[config.mk]
export PLATFORM = sky130hd
export DESIGN_NAME = por_pulse_gen
export DESIGN_NICKNAME = d
export VERILOG_FILES = /design/src/rtl/por_pkg.sv /design/src/rtl/por_sync.sv /design/src/rtl/por_dip_filter.sv /design/src/rtl/por_stretch.sv /design/src/rtl/por_pulse_gen.sv
export SDC_FILE = /design/constraint.sdc
export NUM_CORES = 1
export LEC_CHECK = 0
export ABC_AREA = 1
export CAP_MARGIN = 20
export CORE_AREA = 2 2 39 41
export CTS_BUF_LIST = sky130_fd_sc_hd__clkbuf_16
export CTS_CLUSTER_SIZE = 28
export DETAILED_ROUTE_END_ITERATION = 10
export DIE_AREA = 0 0 41 43
export DONT_BUFFER_PORTS = 1
export HOLD_SLACK_MARGIN = 0.12
export PLACE_DENSITY = 0.59
export SLEW_MARGIN = 15
export SYNTH_ARGS = -nofsm -noshare
export SYNTH_HDL_FRONTEND = slang
export SYNTH_HIERARCHICAL = 1
export SYNTH_SLANG_ARGS = --single-unit
[constraint.sdc]
create_clock -name clk -period 0.8 [get_ports clk]
set_clock_uncertainty 0.2 [all_clocks]
set_input_delay 0.08 -clock clk [delete_from_list [all_inputs] [get_ports clk]]
set_output_delay 0.08 -clock clk [all_outputs]
set_load 0.01 [all_outputs]
[src/rtl/por_pkg.sv]
package por_pkg;
  // Width needed to hold values 0 .. n-1 (never less than one bit).
  function automatic int cnt_w(input int n);
    return (n <= 2) ? 1 : $clog2(n);
  endfunction
endpackage

[src/rtl/por_sync.sv]
module por_sync #(
  parameter int STAGES = 2
) (
  input  logic clk,
  input  logic rst_n,
  input  logic supply_ok_i,
  output logic rst_sync_n,
  output logic flag_o
);
  logic [STAGES-1:0] rst_sh_q, rst_sh_d;
  logic [STAGES-1:0] flag_sh_q, flag_sh_d;

  always_comb begin
    rst_sh_d  = {rst_sh_q[STAGES-2:0], 1'b1};
    flag_sh_d = {flag_sh_q[STAGES-2:0], supply_ok_i};
  end

  always_ff @(posedge clk or negedge rst_n) begin
    if (!rst_n) begin
      rst_sh_q  <= '0;
      flag_sh_q <= '0;
    end else begin
      rst_sh_q  <= rst_sh_d;
      flag_sh_q <= flag_sh_d;
    end
  end

  assign rst_sync_n = rst_sh_q[STAGES-1];
  assign flag_o     = flag_sh_q[STAGES-1];

  // each synchronizer stage carries the previous stage one cycle later
  for (genvar i = 1; i < STAGES; i++) begin : g_chk
    a_r2_sync_shift: assert property (@(posedge clk) disable iff (!rst_n)
      flag_sh_q[i] == $past(flag_sh_q[i-1]));
  end
endmodule

[src/rtl/por_dip_filter.sv]
module por_dip_filter
  import por_pkg::*;
#(
  parameter int MIN_LOW_CYCLES = 4
) (
  input  logic clk,
  input  logic rst_n,
  input  logic flag_i,
  input  logic start_i,
  output logic armed_o
);
  localparam int LW = cnt_w(MIN_LOW_CYCLES + 1);
  localparam logic [LW-1:0] LOW_MAX = LW'(MIN_LOW_CYCLES);
  localparam logic [LW-1:0] LOW_ARM = LW'(MIN_LOW_CYCLES - 1);

  logic [LW-1:0] low_q, low_d;
  logic          low_en;
  logic          armed_q, armed_d;

  always_comb begin
    low_en  = flag_i ? (low_q != '0) : (low_q != LOW_MAX);
    low_d   = flag_i ? '0 : low_q + 1'b1;
    armed_d = armed_q;
    if (!flag_i && (low_q == LOW_ARM)) armed_d = 1'b1;
    if (start_i) armed_d = 1'b0;
  end

  always_ff @(posedge clk or negedge rst_n) begin
    if (!rst_n) begin
      low_q   <= '0;
      armed_q <= 1'b1;
    end else begin
      if (low_en) low_q <= low_d;
      armed_q <= armed_d;
    end
  end

  assign armed_o = armed_q;

  // the qualifier can only become set while the flag is low
  a_r4_arm_on_low: assert property (@(posedge clk) disable iff (!rst_n)
    $rose(armed_q) |-> !$past(flag_i));
  // a rise that triggers consumes the qualifier
  a_r8_consume: assert property (@(posedge clk) disable iff (!rst_n)
    start_i |=> !armed_q);
  // a high flag restarts low-width counting from zero
  a_r5_count_clear: assert property (@(posedge clk) disable iff (!rst_n)
    flag_i |=> (low_q == '0));
endmodule

[src/rtl/por_stretch.sv]
module por_stretch
  import por_pkg::*;
#(
  parameter int PULSE_CYCLES = 8
) (
  input  logic clk,
  input  logic rst_n,
  input  logic start_i,
  output logic busy_o
);
  localparam int PW = cnt_w(PULSE_CYCLES);
  localparam logic [PW-1:0] LOAD = PW'(PULSE_CYCLES - 1);

  logic [PW-1:0] cnt_q, cnt_d;
  logic          busy_q, busy_d;
  logic          cnt_en;

  always_comb begin
    cnt_en = start_i || busy_q;
    cnt_d  = cnt_q;
    busy_d = busy_q;
    if (start_i) begin
      cnt_d  = LOAD;
      busy_d = 1'b1;
    end else if (busy_q) begin
      if (cnt_q == '0) busy_d = 1'b0;
      else             cnt_d  = cnt_q - 1'b1;
    end
  end

  always_ff @(posedge clk or negedge rst_n) begin
    if (!rst_n) begin
      cnt_q  <= '0;
      busy_q <= 1'b0;
    end else begin
      if (cnt_en) cnt_q <= cnt_d;
      busy_q <= busy_d;
    end
  end

  assign busy_o = busy_q;

  // a pulse with cycles left is never cut short
  a_r3_hold: assert property (@(posedge clk) disable iff (!rst_n)
    (busy_q && (cnt_q != '0)) |=> busy_q);
  // the pulse ends when its count runs out and no restart arrives
  a_r3_end: assert property (@(posedge clk) disable iff (!rst_n)
    (busy_q && (cnt_q == '0) && !start_i) |=> !busy_q);
  // with no start request, an idle stretcher stays idle
  a_r5_idle: assert property (@(posedge clk) disable iff (!rst_n)
    (!busy_q && !start_i) |=> !busy_q);
endmodule

[src/rtl/por_pulse_gen.sv]
module por_pulse_gen #(
  parameter int SYNC_STAGES    = 2,
  parameter int PULSE_CYCLES   = 8,
  parameter int MIN_LOW_CYCLES = 4
) (
  input  logic clk,
  input  logic rst_n,
  input  logic supply_ok_i,
  output logic por_o
);
  logic rst_sync_n;
  logic flag_s;
  logic armed;
  logic start;

  por_sync #(.STAGES(SYNC_STAGES)) i_sync (
    .clk         (clk),
    .rst_n       (rst_n),
    .supply_ok_i (supply_ok_i),
    .rst_sync_n  (rst_sync_n),
    .flag_o      (flag_s)
  );

  assign start = flag_s && armed;

  por_dip_filter #(.MIN_LOW_CYCLES(MIN_LOW_CYCLES)) i_dip (
    .clk     (clk),
    .rst_n   (rst_sync_n),
    .flag_i  (flag_s),
    .start_i (start),
    .armed_o (armed)
  );

  por_stretch #(.PULSE_CYCLES(PULSE_CYCLES)) i_stretch (
    .clk     (clk),
    .rst_n   (rst_sync_n),
    .start_i (start),
    .busy_o  (por_o)
  );

  // reset forces the output low
  a_r1_reset_low: assert property (@(posedge clk)
    !rst_n |-> !por_o);
  // a triggering rise shows at the output on the next edge
  a_r2_start_out: assert property (@(posedge clk) disable iff (!rst_sync_n)
    start |=> por_o);
endmodule

==> qor.txt <==
failing checks: negative hold slack, negative setup slack
Routed Antenna Nets: 0
worst-path maximum fanout: 3
Area Growth Syn to Fin: 50.2%
Nets: 79
Hold Crit Class: in2async
Leak: 0.000407 uW
Peak Freq: 818 MHz
Reg-to-Reg End: i_dip/low_q[2]
final hold slack: -0.0836 ns
PortBufs: 0
area of the multi-input gates: 287 um2
PD cells: 4180 mW/mm2
CTS Buf Count: 3
utilization after layout: 58.1%
wire per inst: 9.69 um
First-pass DRT Iterations: 4
die footprint: 0.00176 mm2
Max-Cap Viols: 0
ANT cells: 0
CTS tree: yes
Clock Tree Root: clkbuf_16
peak supply drop: 0.00217 V
Max Transition Viols Final: 0
Period Utilization, post-route: 153%
die span in y: 43 um
Fin. Hold Viols: 11
RePlAce Congestion: 0.690
CTS Sinks: 12
routed via count: 383
CP endpoint: i_dip/low_q[2]
post-DR vias/cell: 4.45
H-tree depth: 1
status: finished, violations left
Post-Syn Area: 536 um2
reg-to-reg startpoint: i_dip/low_q[1]
min Tclk post-route: 1.22 ns
critical path data required time: 0.71 ns
Worst Path Arrival: 1.14 ns
pin count of the biggest net entering global routing: 9
hpwl dp: 564 um
Initial Utilization: 38.7%
hold-fix buffers at CTS: 2
fillers: 112
setup ws final: -0.422 ns
Final Setup Violations: 9
Seq/Total Area, Yosys: 56.3%
Clock Latency Late Sink: 0.23 ns
initial DRC count: 2
layout cells sized above 1: 44.3%
commonest cells after routing, fill and taps aside: dfrtp_1, nand2_1, nand3_1, buf_4, inv_1
first-pass GRT wire length: 1460 um
grt ovf: 0
type of origin of the critical path: flip-flop
crit path from: i_dip/low_q[1]
Worst-path clk slew: 0.04 ns
crit end category: flip-flop
GRT Util Overall: 12.8%
most common cell after layout, fill and taps aside: dfrtp_1
vias in the first global route: 362
RSZ-0062 raised after global routing: yes
core box area: 0.00138 mm2
internal reg-to-reg setup slack: -0.42 ns
Final TNS setup: -3.35 ns
post-synthesis cell type count: 10
Routed WL: 833 um
CTS Buffer Depth: 2
register area: 302 um2
initial antenna violation count: 0
kind of critical path: reg2reg
Ys Warns: 6
#FFs+latches synth: 12
Worst R2R Path Depth: 3
Ports: 4
Mapped Cells: 56
DRC: 0
FP Rows: 14
syn nets: 64
Die Span X: 41 um
Mapped Avg Cell Area: 9.56 um2
Place WS: -0.405 ns
-- cells in the mapped netlist --
| cell type | n | area [um2] |
|---|---|---|
| nand2_1 | 10 | 37.5 |
| conb_1 | 1 | 3.75 |
| a21oi_1 | 2 | 10.0 |
| dfstp_2 | 1 | 26.3 |
| dfrtp_1 | 11 | 275 |
| nor2_1 | 2 | 7.51 |
| nand2_2 | 4 | 25.0 |
| nand3_1 | 10 | 50.1 |
| ha_1 | 5 | 62.6 |
| inv_1 | 10 | 37.5 |
-- area by class of cell --
| type | instances | area share [%] |
|---|---|---|
| clock buffers | 3 | 9.33 |
| clock inverters | 1 | 0.467 |
| inverters | 10 | 4.67 |
| multi-input cells | 34 | 35.6 |
| flip-flops and latches | 12 | 37.5 |
| well taps | 16 | 2.49 |
| repair buffers | 10 | 9.95 |
-- per-stage QoR --
stage / cells / cell area (um2) / power [uW] / hold WS [ns]
finish: 86 / 805 / 3360 / -0.0836
global route: 86 / 805 / 3650 / -0.0667
CTS: 84 / 787 / 3290 / -0.0783
detailed placement: 75 / 628 / 2080 / -0.415
global placement: 75 / 628 / 2050 / -0.415
floorplan: 56 / 586 / 1810 / -0.416
-- cell families (layout without fill, tap and decap cells) --
family,Yosys count,after routing,share of synthesized area (%)
simple gates,26,26,22.4
fa+ha+maj,5,5,11.7
other cells,1,1,0.700
buf+inv,10,24,7.01
compound gates,2,2,1.87
flops,12,12,56.3
-- worst min-delay path by stage --
stage                          endpoint  slack [ns]  cells past startpoint
floorplan           i_sync/flag_sh_q[0]       -0.42                      0
global placement    i_sync/flag_sh_q[0]       -0.42                      0
detailed placement  i_sync/flag_sh_q[0]       -0.42                      0
CTS                  i_sync/rst_sh_q[0]       -0.08                      1
global route         i_sync/rst_sh_q[1]       -0.07                      1
finish               i_sync/rst_sh_q[0]       -0.08                      1
-- critical path, cell delays in order (launching register included) --
cell and delay [ns]:
dfrtp_1 0.40, ha_2 0.21, ha_4 0.26, a21oi_2 0.04
-- layer usage --
metal / GRT usage [%] / vias up / share of wire, %
met3: 3.14 / 2 / 1.6
li1: - / 200 / -
met5: 0 / - / 0
met2: 18.1 / 3 / 52
met1: 17.0 / 178 / 45
met4: 8.00 / 0 / 1.2
-- registers in the layout, indices dropped and copies added (netlist names) --
signal	flops
i_stretch/busy_o	1
i_sync/rst_sh_q	2
i_stretch/cnt_q	3
i_dip/armed_o	1
i_sync/flag_sh_q	2
i_dip/low_q	3
-- what timing repair did --
item | 4_1_cts | 5_1_grt
hold endpoints to repair | 12 | 11
setup endpoints to repair | 9 | 9
pin swaps | 4 | 1
gates resized for setup | 7 | 3
buffers inserted | 3 | 2
-- where the power goes --
part / switching, uW / leakage (uW) / internal, uW / total [uW]
Clock: 215 / 0.0000423 / 653 / 868
Sequential: 212 / 0.000141 / 841 / 1050
Combinational: 697 / 0.000223 / 744 / 1440
(Power assumes the default switching activity.)
